[config.mk]
export PLATFORM = sky130hd
export DESIGN_NAME = odc_top
export DESIGN_NICKNAME = d
export VERILOG_FILES = /design/src/rtl/odc_pkg.sv /design/src/rtl/odc_regif.sv /design/src/rtl/odc_counter.sv /design/src/rtl/odc_ctrl.sv /design/src/rtl/odc_top.sv
export SDC_FILE = /design/constraint.sdc
export NUM_CORES = 1
export LEC_CHECK = 0
export BUFFER_PORTS_ARGS = -buffer_cell sky130_fd_sc_hd__buf_2
export CORE_ASPECT_RATIO = 1.25
export CORE_MARGIN = 2
export CORE_UTILIZATION = 45
export CTS_BUF_LIST = sky130_fd_sc_hd__clkbuf_4
export CTS_CLUSTER_SIZE = 24
export DETAILED_ROUTE_END_ITERATION = 6
export GPL_ROUTABILITY_DRIVEN = 0
export PLACE_DENSITY = 0.7
export SYNTH_ARGS = -nofsm -noshare
export SYNTH_HDL_FRONTEND = slang
export SYNTH_HIERARCHICAL = 1
export SYNTH_SLANG_ARGS = --single-unit
[constraint.sdc]
create_clock -name clk -period 5.85 [get_ports clk]
set_input_delay 1.17 -clock clk [delete_from_list [all_inputs] [get_ports clk]]
set_output_delay 1.17 -clock clk [all_outputs]
set_load 0.02 [all_outputs]
[src/rtl/odc_pkg.sv]
package odc_pkg;
  localparam int ADDR_W = 2;
  localparam logic [ADDR_W-1:0] A_COUNT  = 2'd0;
  localparam logic [ADDR_W-1:0] A_CTRL   = 2'd1;
  localparam logic [ADDR_W-1:0] A_STATUS = 2'd2;
  localparam int CTRL_RUN_BIT  = 0;
  localparam int CTRL_IEN_BIT  = 1;
  localparam int STAT_DONE_BIT = 0;

  typedef struct packed {
    logic wr_count;
    logic set_run;
    logic wr_ctrl;
    logic ien_val;
    logic clr_done;
  } odc_strobe_t;
endpackage

[src/rtl/odc_regif.sv]
module odc_regif
  import odc_pkg::*;
#(
  parameter int DATA_W = 16,
  parameter int CNT_W  = 16
) (
  input  logic              clk,
  input  logic              rst,
  input  logic              wr_en,
  input  logic [ADDR_W-1:0] addr,
  input  logic [DATA_W-1:0] wdata,
  input  logic [CNT_W-1:0]  count,
  input  logic              run,
  input  logic              ien,
  input  logic              done,
  output odc_strobe_t       strb,
  output logic [DATA_W-1:0] rdata
);
  localparam int COPY_W = (CNT_W < DATA_W) ? CNT_W : DATA_W;

  always_comb begin
    strb          = '0;
    strb.wr_count = wr_en && (addr == A_COUNT);
    strb.wr_ctrl  = wr_en && (addr == A_CTRL);
    strb.set_run  = strb.wr_ctrl && wdata[CTRL_RUN_BIT];
    strb.ien_val  = wdata[CTRL_IEN_BIT];
    strb.clr_done = wr_en && (addr == A_STATUS) && wdata[STAT_DONE_BIT];
  end

  logic [DATA_W-1:0] rd_mux;
  always_comb begin
    rd_mux = '0;
    unique case (addr)
      A_COUNT:  rd_mux[COPY_W-1:0] = count[COPY_W-1:0];
      A_CTRL: begin
        rd_mux[CTRL_RUN_BIT] = run;
        rd_mux[CTRL_IEN_BIT] = ien;
      end
      A_STATUS: rd_mux[STAT_DONE_BIT] = done;
      default:  rd_mux = '0;
    endcase
  end

  always_ff @(posedge clk) begin
    if (rst) rdata <= '0;
    else     rdata <= rd_mux;
  end


  unused_addr_chk: assert property (@(posedge clk) disable iff (rst)
    (addr == 2'd3) |=> (rdata == '0));
endmodule

[src/rtl/odc_counter.sv]
module odc_counter #(
  parameter int CNT_W  = 16,
  parameter int DATA_W = 16
) (
  input  logic              clk,
  input  logic              rst,
  input  logic              wr_count,
  input  logic [DATA_W-1:0] wdata,
  input  logic              tick,
  input  logic              run,
  output logic [CNT_W-1:0]  count,
  output logic              underflow
);
  localparam int COPY_W = (CNT_W < DATA_W) ? CNT_W : DATA_W;
  localparam logic [CNT_W-1:0] ONE = CNT_W'(1);

  logic              at_zero;
  logic              dec;
  logic [CNT_W-1:0]  load_val;

  always_comb begin
    load_val = '0;
    load_val[COPY_W-1:0] = wdata[COPY_W-1:0];
  end

  assign at_zero   = (count == '0);
  assign dec       = run && tick && !wr_count && !at_zero;
  assign underflow = run && tick && !wr_count && at_zero;

  always_ff @(posedge clk) begin
    if (rst)           count <= '0;
    else if (wr_count) count <= load_val;
    else if (dec)      count <= count - ONE;
  end


  cnt_hold_chk: assert property (@(posedge clk) disable iff (rst)
    (!wr_count && !(run && tick)) |=> $stable(count));

  cnt_step_chk: assert property (@(posedge clk) disable iff (rst)
    (!wr_count && run && tick && count != '0) |=> (count == $past(count) - ONE));

  wr_prio_chk: assert property (@(posedge clk) disable iff (rst)
    wr_count |=> (count == $past(load_val)));

  no_wrap_chk: assert property (@(posedge clk) disable iff (rst)
    (!wr_count && count == '0) |=> (count == '0));
endmodule

[src/rtl/odc_ctrl.sv]
module odc_ctrl (
  input  logic clk,
  input  logic rst,
  input  logic set_run,
  input  logic wr_ctrl,
  input  logic ien_val,
  input  logic clr_done,
  input  logic underflow,
  output logic run,
  output logic ien,
  output logic done,
  output logic pulse_out,
  output logic irq
);
  logic run_n, ien_n, done_n;

  always_comb begin
    run_n  = set_run ? 1'b1 : (underflow ? 1'b0 : run);
    ien_n  = wr_ctrl ? ien_val : ien;
    done_n = clr_done ? 1'b0 : (underflow ? 1'b1 : done);
  end

  always_ff @(posedge clk) begin
    if (rst) begin
      run       <= 1'b0;
      ien       <= 1'b0;
      done      <= 1'b0;
      pulse_out <= 1'b0;
      irq       <= 1'b0;
    end else begin
      run       <= run_n;
      ien       <= ien_n;
      done      <= done_n;
      pulse_out <= run_n;
      irq       <= done_n && ien_n;
    end
  end


  run_hold_chk: assert property (@(posedge clk) disable iff (rst)
    (run && !underflow) |=> run);

  uf_done_chk: assert property (@(posedge clk) disable iff (rst)
    (underflow && !clr_done) |=> done);

  clr_wins_chk: assert property (@(posedge clk) disable iff (rst)
    clr_done |=> !done);

  pulse_rise_chk: assert property (@(posedge clk) disable iff (rst)
    set_run |=> pulse_out);

  pulse_fall_chk: assert property (@(posedge clk) disable iff (rst)
    (underflow && !set_run) |=> !pulse_out);

  irq_src_chk: assert property (@(posedge clk) disable iff (rst)
    irq |-> (done && ien));
endmodule

[src/rtl/odc_top.sv]
module odc_top
  import odc_pkg::*;
#(
  parameter int CNT_W  = 16,
  parameter int DATA_W = 16
) (
  input  logic              clk,
  input  logic              rst,
  input  logic              cnt_tick,
  input  logic              wr_en,
  input  logic [1:0]        addr,
  input  logic [DATA_W-1:0] wdata,
  output logic [DATA_W-1:0] rdata,
  output logic              pulse_out,
  output logic              irq
);
  odc_strobe_t      strb;
  logic [CNT_W-1:0] count;
  logic             run, ien, done, underflow;

  odc_regif #(.DATA_W(DATA_W), .CNT_W(CNT_W)) u_regif (
    .clk(clk), .rst(rst), .wr_en(wr_en), .addr(addr), .wdata(wdata),
    .count(count), .run(run), .ien(ien), .done(done),
    .strb(strb), .rdata(rdata)
  );

  odc_counter #(.CNT_W(CNT_W), .DATA_W(DATA_W)) u_counter (
    .clk(clk), .rst(rst), .wr_count(strb.wr_count), .wdata(wdata),
    .tick(cnt_tick), .run(run), .count(count), .underflow(underflow)
  );

  odc_ctrl u_ctrl (
    .clk(clk), .rst(rst), .set_run(strb.set_run), .wr_ctrl(strb.wr_ctrl),
    .ien_val(strb.ien_val), .clr_done(strb.clr_done), .underflow(underflow),
    .run(run), .ien(ien), .done(done), .pulse_out(pulse_out), .irq(irq)
  );
endmodule

[Word-level counts from Yosys, hierarchy flattened]
Cells that the tools add are included.
Storage, ports and cells
  flip-flop bits (word level): 36
  bits in latches: 0
  memory bits (writable): 0
  ROM bits: 0
  bits of input ports: 22
  output and inout bits: 18
  word-level logic and storage cells: 37
  memories kept: 0
Cells by class
  add/sub/neg operators: 1
  multipliers: 0
  divide/modulo/power cells: 0
  order comparisons: 0
  equal/unequal tests: 2
  shifts and indexed selects: 0
  multiplexer cells: 9
  bitwise operators: 1
  reduce and logical (&&, ||, !) cells: 17
Operators with widths (number)
  $mux 16: 2
  $logic_not 16->1: 1
  $sub 16x1->16 const B: 1
  $logic_and 1x1->1: 10
  $mux 1: 5
  $reduce_bool 2->1: 2
  $pmux 1 s3: 1
  $eq 2x1->1 const B: 1
  $eq 2x2->1 const B: 1
  $logic_not 1->1: 2
  $logic_not 2->1: 1
  $pmux 1 s2: 1
  $reduce_or 2->1: 1
  $not 1->1: 1

[Depth between registers and ports, before layout]
  word-level depth: 8
  gate-level depth with buffers: 7
  gate-level depth less buffers: 7

[Cells and area by module]
Netlist, hierarchy kept.
By module, submodules not included
  odc_counter: times used 1, cells an instance 127, area each 1023.5 um^2, sequential area each 320.3 um^2
  odc_regif: times used 1, cells an instance 45, area each 531.8 um^2, sequential area each 320.3 um^2
  odc_ctrl: times used 1, cells an instance 13, area each 137.6 um^2, sequential area each 80.1 um^2

[Worst setup path after synthesis]
Ideal clock, no wire load.
  path type: input to register
  start: in addr[0]
  end: reg u_counter.count[15]
  arrival: 2.343 ns
  required time: 5.735 ns
  path slack: 3.393 ns
  cell stages on the path: 5
  path buffers: 2
  cells stage by stage: buf_6 > nor3b_1 > clkbuf_1 > nor2_1 > a2111oi_0
RTL lines
  start: declaration: RTL line odc_top.sv:11  | input logic [1:0] addr,
  end signal: assignment: RTL line odc_counter.sv:32  | else if (wr_count) count <= load_val;
  end signal: assignment: RTL line odc_counter.sv:33  | else if (dec) count <= count - ONE;
  end: declaration: RTL line odc_counter.sv:11  | output logic [CNT_W-1:0] count,

==> summary.txt <==
Synth
  • Ranking of synthesized cells by area: dfxtp_1, and2_1, a311oi_1, nor2_1, or4_1
  • Synth Instances: ~190
  • Post-synthesis sequential area ratio: 0.426
  • Post-synth ARST share: 0
  • Yosys top cell by area: dfxtp_1
  • Yosys cell types: between 40 and 50
  • Synth Flop Type: dfxtp_1
  • Seq cells post-synth: 36
  • Share of the synthesized area in the top cell type: 0.426
  • Post-synthesis net count: around 210
  • Most numerous cell in the Yosys netlist: dfxtp_1
  • EDFF count, synth: 0
  • Synth Warn #: 6
  • Synthesized area: around 1700 µm²
  • Commonest cells in the netlist: dfxtp_1, nor2_1, and2_1
  • Avg Cell Area, Syn: ~9.2 µm²

Finish
  • Footprint of the multi-input gates: about 890 µm²
  • Reg area: approximately 700 µm²
  • Fill cells: 351
  • Syn-to-layout area delta: 14.4%
  • Final nets: around 240
  • Share of layout cells above drive strength 1: 0.248
  • Fin area: around 1900 µm²
  • Antenna Cells: 0
  • Core Util, Final: 0.547

Clock tree
  • Post-CTS Resized: 0
  • # Post-CTS Setup Buffers: 0
  • CTS Hold Bufs: 0
  • H-tree levels: 2
  • CTS root buffer: clkbuf_4
  • CTS clk-pin slew, worst paths: between 0.1 and 0.15 ns
  • Clock latency on the worst-skew pair: roughly 0.34 ns
  • Worst-case clock buffer depth: 2
  • TritonCTS buffer count: 5
  • Clock sink count: 36
  • CTS tree: yes

Route
  • Detailed Route WL: 3530 µm
  • Residual DRC: 3
  • Wire length per cell: ~14 µm
  • Initial DRT Pass Iterations: 6
  • Vias: 1505
  • Post-DRT Antenna Nets: 0
  • Routed vias/inst: 5.77
  • Initial DRC count: 39

Pwr
  • Comb power frac: 0.157
  • P_sw: roughly 130 µW
  • Pwr dens: roughly 240 nW/µm²
  • Leak pwr: roughly 0.00075 µW
  • Int Power: between 300 and 400 µW
  • Sequential share of power: 0.565
  • Max IR drop VDD: around 0.12 mV
  • Clock network power share: 0.278
  • Overall Power: 469 µW
  • Sw Share: 0.287

Setup path
  • Crit end category: register
  • Required @ worst endpoint: between 6 and 7 ns
  • Max FO, Critical Path: 24
  • Worst path slowest cell: inv_1
  • Setup crit start kind: input pin
  • CP cell instances: buf_2 -> nor3b_1 -> buf_4 -> inv_1 -> nand3_1 -> or3_1 -> a31oi_1
  • Critical path class: in2reg
  • Buf+Inv Stages, Crit Path: 3
  • CP top delay family: buffers and inverters
  • Crit-path max cell delay: 0.52 ns
  • Crit path DAT: about 2.8 ns

GRT
  • Grt ovf: 0
  • Initial antenna violation count: 0
  • Total GRT Usage: 0.188
  • Largest net degree at the start of global routing: 26
  • Vias in the first global route: about 1300
  • Global-route wire length before repair: 6060 µm

Floorplanning
  • Cell Rows: 24
  • Core box area: 3540 µm²
  • Die ar.: about 4300 µm²
  • IO Count: 40
  • Die height: 72.6 µm
  • Die extent in x: 58.9 µm
  • Initial core utilization: 0.478

STA
  • Slew of the pin with the lowest slew margin: a little under 0.7 ns
  • RSZ-0062 raised after global routing: no
  • Final worst-path cycle share: 0.425
  • Period minus WS final: ~2.5 ns
  • TNS Setup: 0 ns
  • Relative slew margins: 0.538
  • # setup viols final: 0
  • Worst Skew: 0.0120 ns
  • Final hold violation count: 0
  • FMAX: about 0.40 GHz
  • Slew Viols, Final: 0

Place
  • Post-DP HPWL: approximately 2600 µm
  • I/O Buffers: 39
  • Placed cell areas: 1880 µm²

Run
  • Maxcap violations: 0

Outcome
  • Violated checks: design-rule violations
  • Status: finished with violations

Hold path
  • Worst min path class: reg2reg
-- worst paths after layout --
check,startpoint,end,slack [ns],cells after the start
setup / recovery,addr[0],u_counter/count[14]$_SDFFE_PP0P_,3.36,7
hold / removal,u_ctrl/done$_SDFF_PP0_,u_regif/rdata[0]$_SDFF_PP0_,0.53,2
setup reg to reg,u_counter/count[0]$_SDFFE_PP0P_,u_counter/count[12]$_SDFFE_PP0P_,3.71,6
hold reg to reg,u_ctrl/done$_SDFF_PP0_,u_regif/rdata[0]$_SDFF_PP0_,0.53,2
-- stage by stage --
step	hold slack (ns)	worst slack, ns	std cells
global placement	0.509	3.08	253
finish	0.528	3.36	261
CTS	0.534	3.38	261
detailed placement	0.509	3.03	253
floorplan	0.449	3.39	185
global route	0.548	3.25	261
-- worst register-to-register path, stage by stage (launching register included) --
cell and delay [ns]:
dfxtp_1 0.45, inv_1 0.09, ha_1 0.22, nor3b_2 0.19, and4_1 0.32, or4_1 0.50
a311oi_1 0.28
-- sequential cells by signal, summed over array words and instances (netlist names) --
name,cells
u_regif/rdata,16
u_ctrl/done,1
u_ctrl/pulse_out,1
u_counter/count,16
u_ctrl/irq,1
u_ctrl/ien,1
-- power groups by stage --
stage                     clock [µW]  combinational (µW)  sequential [µW]
after floorplan                    0                52.1              270
after global placement             0                72.9              270
after detailed placement           0                73.8              270
after CTS                        135                74.0              265
after global routing             150                83.5              267
final                            130                73.7              265
-- area by class of cell --
class	count	share of cell area
Clock buffer	6	0.0233
Sequential cell	36	0.372
Multi-Input combinational cell	132	0.457
Tap cell	39	0.0252
Timing Repair Buffer	40	0.105
Clock inverter	2	0.00581
Inverter	6	0.0116
-- cells in the final DEF (no fill, tap or decap), types with 4 or more instances in the layout --
| master | n |
|---|---|
| a311oi_1 | 10 |
| and2_1 | 15 |
| buf_2 | 39 |
| clkbuf_4 | 6 |
| dfxtp_1 | 36 |
| inv_1 | 6 |
| nand2_1 | 6 |
| nand2b_1 | 4 |
| nand3_1 | 6 |
| nor2_1 | 20 |
| nor3_1 | 6 |
| nor3b_1 | 4 |
| nor4_1 | 4 |
| o21ai_0 | 7 |
| or3_1 | 5 |
| or4_1 | 7 |
-- cells by family (layout without fill, tap and decap cells) --
family | count (synthesis) | after routing | share of synthesized area
AOI/OAI and AO/OA | 35 | 35 | 0.154
adders and majority gates | 1 | 1 | 0.00739
buffers and inverters | 17 | 54 | 0.0510
DFF | 36 | 36 | 0.426
muxes | 2 | 2 | 0.0118
and+or+nand+nor | 94 | 94 | 0.350
-- routing by layer --
metal  part of all wire  vias up  GRT usage
met4              0.019        0     0.0808
met5                  0        -          0
met2               0.50       47      0.306
li1                   -      767          -
met3              0.060        6     0.0550
met1               0.42      685      0.228
No activity file was read; power rests on OpenSTA's default activity.
